===== config.mk =====
export PLATFORM = sky130hd
export DESIGN_NAME = int_alu_nzcv
export DESIGN_NICKNAME = d
export VERILOG_FILES = /design/src/rtl/int_alu_pkg.sv /design/src/rtl/alu_split_adder.sv /design/src/rtl/alu_logic_unit.sv /design/src/rtl/alu_flag_gen.sv /design/src/rtl/int_alu_nzcv.sv
export SDC_FILE = /design/constraint.sdc
export NUM_CORES = 1
export LEC_CHECK = 0
export BUFFER_PORTS_ARGS = -buffer_cell sky130_fd_sc_hd__buf_2
export CAP_MARGIN = 20
export CORE_MARGIN = 1.5
export CORE_UTILIZATION = 59
export DETAILED_ROUTE_END_ITERATION = 6
export GPL_ROUTABILITY_DRIVEN = 1
export GPL_TIMING_DRIVEN = 0
export PLACE_DENSITY = 0.94
export SETUP_SLACK_MARGIN = 0.02
export SYNTH_ARGS = -nofsm -noshare
export SYNTH_HDL_FRONTEND = slang
export SYNTH_SLANG_ARGS = --single-unit

===== constraint.sdc =====
create_clock -name vclk -period 9.1
set_input_delay 0.455 -clock vclk [all_inputs]
set_output_delay 0.455 -clock vclk [all_outputs]
set_load 0.02 [all_outputs]

===== src/rtl/int_alu_pkg.sv =====
package int_alu_pkg;

    localparam int XLEN     = 64;
    localparam int HLEN     = XLEN / 2;
    localparam int PAGE_LSB = 12;
    localparam int OP_W     = 4;

    typedef enum logic [OP_W-1:0] {
        OP_ADD  = 4'd0,
        OP_SUB  = 4'd1,
        OP_ADC  = 4'd2,
        OP_SBC  = 4'd3,
        OP_AND  = 4'd4,
        OP_BIC  = 4'd5,
        OP_ORR  = 4'd6,
        OP_ORN  = 4'd7,
        OP_EOR  = 4'd8,
        OP_EON  = 4'd9,
        OP_ADR  = 4'd10,
        OP_ADRP = 4'd11
    } alu_op_e;

    typedef enum logic [1:0] {
        GRP_ARITH,
        GRP_LOGIC,
        GRP_ADDR,
        GRP_NONE
    } alu_grp_e;

    typedef struct packed {
        logic n;
        logic z;
        logic c;
        logic v;
    } nzcv_t;

    function automatic alu_grp_e op_group(logic [OP_W-1:0] op);
        alu_grp_e g;
        case (op)
            OP_ADD, OP_SUB, OP_ADC, OP_SBC:          g = GRP_ARITH;
            OP_AND, OP_BIC, OP_ORR, OP_ORN,
            OP_EOR, OP_EON:                          g = GRP_LOGIC;
            OP_ADR, OP_ADRP:                         g = GRP_ADDR;
            default:                                 g = GRP_NONE;
        endcase
        return g;
    endfunction

    function automatic logic op_has_flag_form(logic [OP_W-1:0] op);
        return (op == OP_ADD) || (op == OP_SUB) || (op == OP_ADC) ||
               (op == OP_SBC) || (op == OP_AND) || (op == OP_BIC);
    endfunction

    function automatic logic op_inverts_b(logic [OP_W-1:0] op);
        return (op == OP_SUB) || (op == OP_SBC);
    endfunction

endpackage


===== src/rtl/alu_split_adder.sv =====
module alu_split_adder
    import int_alu_pkg::*;
#(
    parameter int W = XLEN
) (
    input  logic [W-1:0] a_i,
    input  logic [W-1:0] b_i,
    input  logic         cin_i,
    input  logic         wide_i,
    output logic [W-1:0] sum_o,
    output logic         cout_o,
    output logic         ovf_o
);
    localparam int H = W / 2;

    logic [H:0] lo_sum;
    logic [H:0] hi_sum;
    logic       msb_a;
    logic       msb_b;
    logic       msb_s;

    always_comb begin
        lo_sum = {1'b0, a_i[H-1:0]} + {1'b0, b_i[H-1:0]} + {{H{1'b0}}, cin_i};
        hi_sum = {1'b0, a_i[W-1:H]} + {1'b0, b_i[W-1:H]} + {{H{1'b0}}, lo_sum[H]};
        sum_o  = {hi_sum[H-1:0], lo_sum[H-1:0]};
        msb_a  = wide_i ? a_i[W-1] : a_i[H-1];
        msb_b  = wide_i ? b_i[W-1] : b_i[H-1];
        msb_s  = wide_i ? hi_sum[H-1] : lo_sum[H-1];
        cout_o = wide_i ? hi_sum[H] : lo_sum[H];
        ovf_o  = (msb_a == msb_b) && (msb_s != msb_a);
    end

endmodule


===== src/rtl/alu_logic_unit.sv =====
module alu_logic_unit
    import int_alu_pkg::*;
#(
    parameter int W = XLEN
) (
    input  logic [OP_W-1:0] op_i,
    input  logic [W-1:0]    a_i,
    input  logic [W-1:0]    b_i,
    output logic [W-1:0]    res_o
);
    logic [W-1:0] b_eff;

    always_comb begin
        b_eff = ((op_i == OP_BIC) || (op_i == OP_ORN) || (op_i == OP_EON)) ? ~b_i : b_i;
        case (op_i)
            OP_AND, OP_BIC: res_o = a_i & b_eff;
            OP_ORR, OP_ORN: res_o = a_i | b_eff;
            OP_EOR, OP_EON: res_o = a_i ^ b_eff;
            default:        res_o = '0;
        endcase
    end

endmodule


===== src/rtl/alu_flag_gen.sv =====
module alu_flag_gen
    import int_alu_pkg::*;
#(
    parameter int W = XLEN
) (
    input  logic [W-1:0] res_i,
    input  logic         wide_i,
    input  alu_grp_e     grp_i,
    input  logic         cout_i,
    input  logic         ovf_i,
    input  logic         we_i,
    input  nzcv_t        flags_i,
    output nzcv_t        flags_o
);
    localparam int H = W / 2;

    nzcv_t fresh;

    always_comb begin
        fresh.n = wide_i ? res_i[W-1] : res_i[H-1];
        fresh.z = wide_i ? (res_i == '0) : (res_i[H-1:0] == '0);
        fresh.c = (grp_i == GRP_ARITH) ? cout_i : 1'b0;
        fresh.v = (grp_i == GRP_ARITH) ? ovf_i  : 1'b0;
        flags_o = we_i ? fresh : flags_i;
    end

endmodule


===== src/rtl/int_alu_nzcv.sv =====
module int_alu_nzcv
    import int_alu_pkg::*;
(
    input  logic [OP_W-1:0] op_i,
    input  logic            wide_i,
    input  logic            set_flags_i,
    input  logic [3:0]      nzcv_i,
    input  logic [XLEN-1:0] op_a_i,
    input  logic [XLEN-1:0] op_b_i,
    output logic [XLEN-1:0] result_o,
    output logic [3:0]      nzcv_o,
    output logic            flag_we_o
);
    alu_grp_e        grp;
    nzcv_t           flags_in;
    nzcv_t           flags_out;
    logic            eff_wide;
    logic [XLEN-1:0] add_a;
    logic [XLEN-1:0] add_b;
    logic            add_cin;
    logic [XLEN-1:0] add_sum;
    logic            add_cout;
    logic            add_ovf;
    logic [XLEN-1:0] logic_res;
    logic [XLEN-1:0] raw_res;
    logic [XLEN-1:0] res_masked;

    assign flags_in = nzcv_t'(nzcv_i);
    assign grp      = op_group(op_i);
    assign eff_wide = wide_i || (grp == GRP_ADDR);

    // Operand steering into the shared adder
    always_comb begin
        add_a   = op_a_i;
        add_b   = op_inverts_b(op_i) ? ~op_b_i : op_b_i;
        add_cin = 1'b0;
        case (op_i)
            OP_SUB:  add_cin = 1'b1;
            OP_ADC,
            OP_SBC:  add_cin = flags_in.c;
            OP_ADRP: add_a   = {op_a_i[XLEN-1:PAGE_LSB], {PAGE_LSB{1'b0}}};
            default: add_cin = 1'b0;
        endcase
    end

    alu_split_adder #(.W(XLEN)) u_adder (
        .a_i    (add_a),
        .b_i    (add_b),
        .cin_i  (add_cin),
        .wide_i (eff_wide),
        .sum_o  (add_sum),
        .cout_o (add_cout),
        .ovf_o  (add_ovf)
    );

    alu_logic_unit #(.W(XLEN)) u_logic (
        .op_i  (op_i),
        .a_i   (op_a_i),
        .b_i   (op_b_i),
        .res_o (logic_res)
    );

    always_comb begin
        case (grp)
            GRP_ARITH, GRP_ADDR: raw_res = add_sum;
            GRP_LOGIC:           raw_res = logic_res;
            default:             raw_res = '0;
        endcase
    end

    // Narrow-mode masking of the upper half, selected by generate
    genvar gi;
    generate
        for (gi = 0; gi < XLEN; gi++) begin : g_mask
            if (gi < HLEN) begin : g_low
                assign res_masked[gi] = raw_res[gi];
            end else begin : g_high
                assign res_masked[gi] = raw_res[gi] & eff_wide;
            end
        end
    endgenerate

    assign flag_we_o = set_flags_i && op_has_flag_form(op_i);

    alu_flag_gen #(.W(XLEN)) u_flags (
        .res_i   (res_masked),
        .wide_i  (eff_wide),
        .grp_i   (grp),
        .cout_i  (add_cout),
        .ovf_i   (add_ovf),
        .we_i    (flag_we_o),
        .flags_i (flags_in),
        .flags_o (flags_out)
    );

    assign result_o = res_masked;
    assign nzcv_o   = flags_out;

endmodule


==> results.md <==
- Fin nets: 1893
- Gate count of the mapped netlist: 1358
- Status: finished clean
- Antenna diodes: 0
- Max Cap Viol: 0
- Syn. warnings: 0
- Core Box Area: 15300 µm²
- Post-synth top cells: 190 x ha_1, 151 x inv_1, 106 x a21oi_1
- Post-synth cell types: 77
- Fillers: 1361
- Pre-Repair DR Iteration Count: 6
- Endpoints failing hold: 0
- Number of antenna violations at the first check in global routing: 0
- Max transition margin: 0.218
- LEAKAGE: 5.54 nW
- I/O pins: 207
- Buffers on Ports: 205
- Mapped Avg Cell Area: 6.88 µm²
- Sequential fraction of the synthesis area: 0
- P per Cell Area: 84.0 nW/µm²
- Total track usage: 0.413
- Area grow syn2layout: 14.8%
- Fin. max-slew vios: 0
- Final Cycle Share: 0.962
- Final setup violating endpoints: 0
- Post-route setup slack: 347 ps
- Num sequential: 0
- CP startpoint kind: input pin
- Vias: 11463
- Crit end category: output pin
- Worst-margin pin slew: 1170 ps
- Die X: 129 µm
- Multi-input logic area: 8470 µm²
- Area leader, netlist: ha_1
- WL/cell: 19.9 µm
- Fin crit period: 8750 ps
- Peak Freq: 114 MHz
- Most used cell, CP: fa_1
- Largest net degree at the start of global routing: 29
- Reg area: 0 µm²
- Post-cts hold buffer count: 0
- Post-synthesis simple-gate area fraction: 0.166
- Placed cell areas: 10600 µm²
- Pre-CTS WS: -2280 ps
- Final wirelength: 35300 µm
- Power, Total: 0.901 mW
- Die Y: 129 µm
- Antenna viol nets, final: 0
- Synth top area share: 0.254
- Grt total ovfl: 0
- Gpl congestion: 1.06
- First-pass GRT wire length: 54200 µm
- Crit-path slowest cell: a2111o_1
- # rows: 45
- Critical Path AT: 8300 ps
- RSZ-0062 raised after global routing: false
- Max rail drop VDD: 0.0509 mV
- Largest family of logic cells by synthesized area: compound AO/OA/AOI/OAI gates
- Post-synthesis mux area share: 0.00977
- Synth area leaders: ha_1 25%, xor2_1 8.1%, xnor2_1 7.2%
- Post-Route Utilization: 0.700
- Synth Area in Compound Gates: 0.310
- Worst Hold Class: input pin to output pin
- Initial core utilization: 0.610
- Req. time, crit path: 8650 ps
- Via-per-instance ratio: 6.48
- Design area: 10700 µm²
- CLK BUF: 0
- Synth Net Count: 1690
- Dpl hpwl: 28700 µm
- CP max FO: 28
- Most common cell in the synthesized netlist: ha_1
- Layout cells sized above 1: 0.165
- Initial DRC count: 1419
- Worst Setup Path Type: input pin to output pin
- Cell area after synthesis: 9350 µm²
- Vias in the first global route: 10440
- Die area: 16600 µm²
- Slowest cell delay on critical path: 490 ps
- Post-synthesis xor/xnor area fraction: 0.153
- Synth Area in Adders: 0.263
- Residual DRC count: 0
## worst max-delay path, delay by kind of cell
kind            cells  cell delay (ps)
compound gates     13             2890
fa+ha+maj           4             1890
buf+inv             6             1350
mux                 1              180
simple gates        8             1520
## cell families after synthesis
group	Yosys count
adder cells (fa/ha/maj)	194
AO/OA/AOI/OAI	440
AND/OR/NAND/NOR	317
buffers and inverters	235
multiplexers	9
XOR/XNOR	163
## timing repair
item | CTS | global route
setup buffers | 0 | 3
pin swaps | 0 | 0
resized for setup | 20 | 23
endpoints found under the setup margin | 26 | 3
endpoints found under the hold margin | 0 | 0
## where the power goes
group	total, mW	internal, mW	switching, mW
Sequential	0	0	0
Clock	0	0	0
Combinational	0.901	0.332	0.569
## path summary, 6_finish.rpt
check                       end      start  cells after the start  slack (ps)
worst max-delay path  nzcv_o[2]    op_i[1]                     32         350
worst min-delay path  nzcv_o[3]  nzcv_i[3]                      3        1240
## layer usage
| metal | vias up | share of wire | global-route usage |
|---|---|---|---|
| li1 | 5246 | - | - |
| met1 | 5233 | 0.39 | 0.541 |
| met2 | 817 | 0.42 | 0.653 |
| met3 | 167 | 0.12 | 0.0520 |
| met4 | 0 | 0.067 | 0.233 |
| met5 | - | 0 | 0 |
## per-stage QoR
stage                     cells  hold slack [ps]  setup TNS (ps)
after floorplan            1358             1090               0
after global placement     1774             1240          -17460
after detailed placement   1774             1240          -19470
after CTS                  1769             1240               0
after global routing       1770             1260               0
final                      1770             1240               0
## area by class of cell
class | count | area share
buffer | 75 | 0.0344
multi-input combinational | 1123 | 0.790
tap | 211 | 0.0246
timing repair buffer | 208 | 0.0977
inverter | 153 | 0.0535
## cell usage in the layout (no fill, tap or decap), types with 38 or more instances in the layout
cell type and n:
a21oi_1 105, a22oi_1 45, buf_2 220, clkbuf_1 38, ha_1 190, inv_1 151
nand2_1 102, nor2_1 74, o21ai_0 73, o22ai_1 44, xnor2_1 77, xor2_1 86
Note: power is estimated with default switching activity, not from simulation.
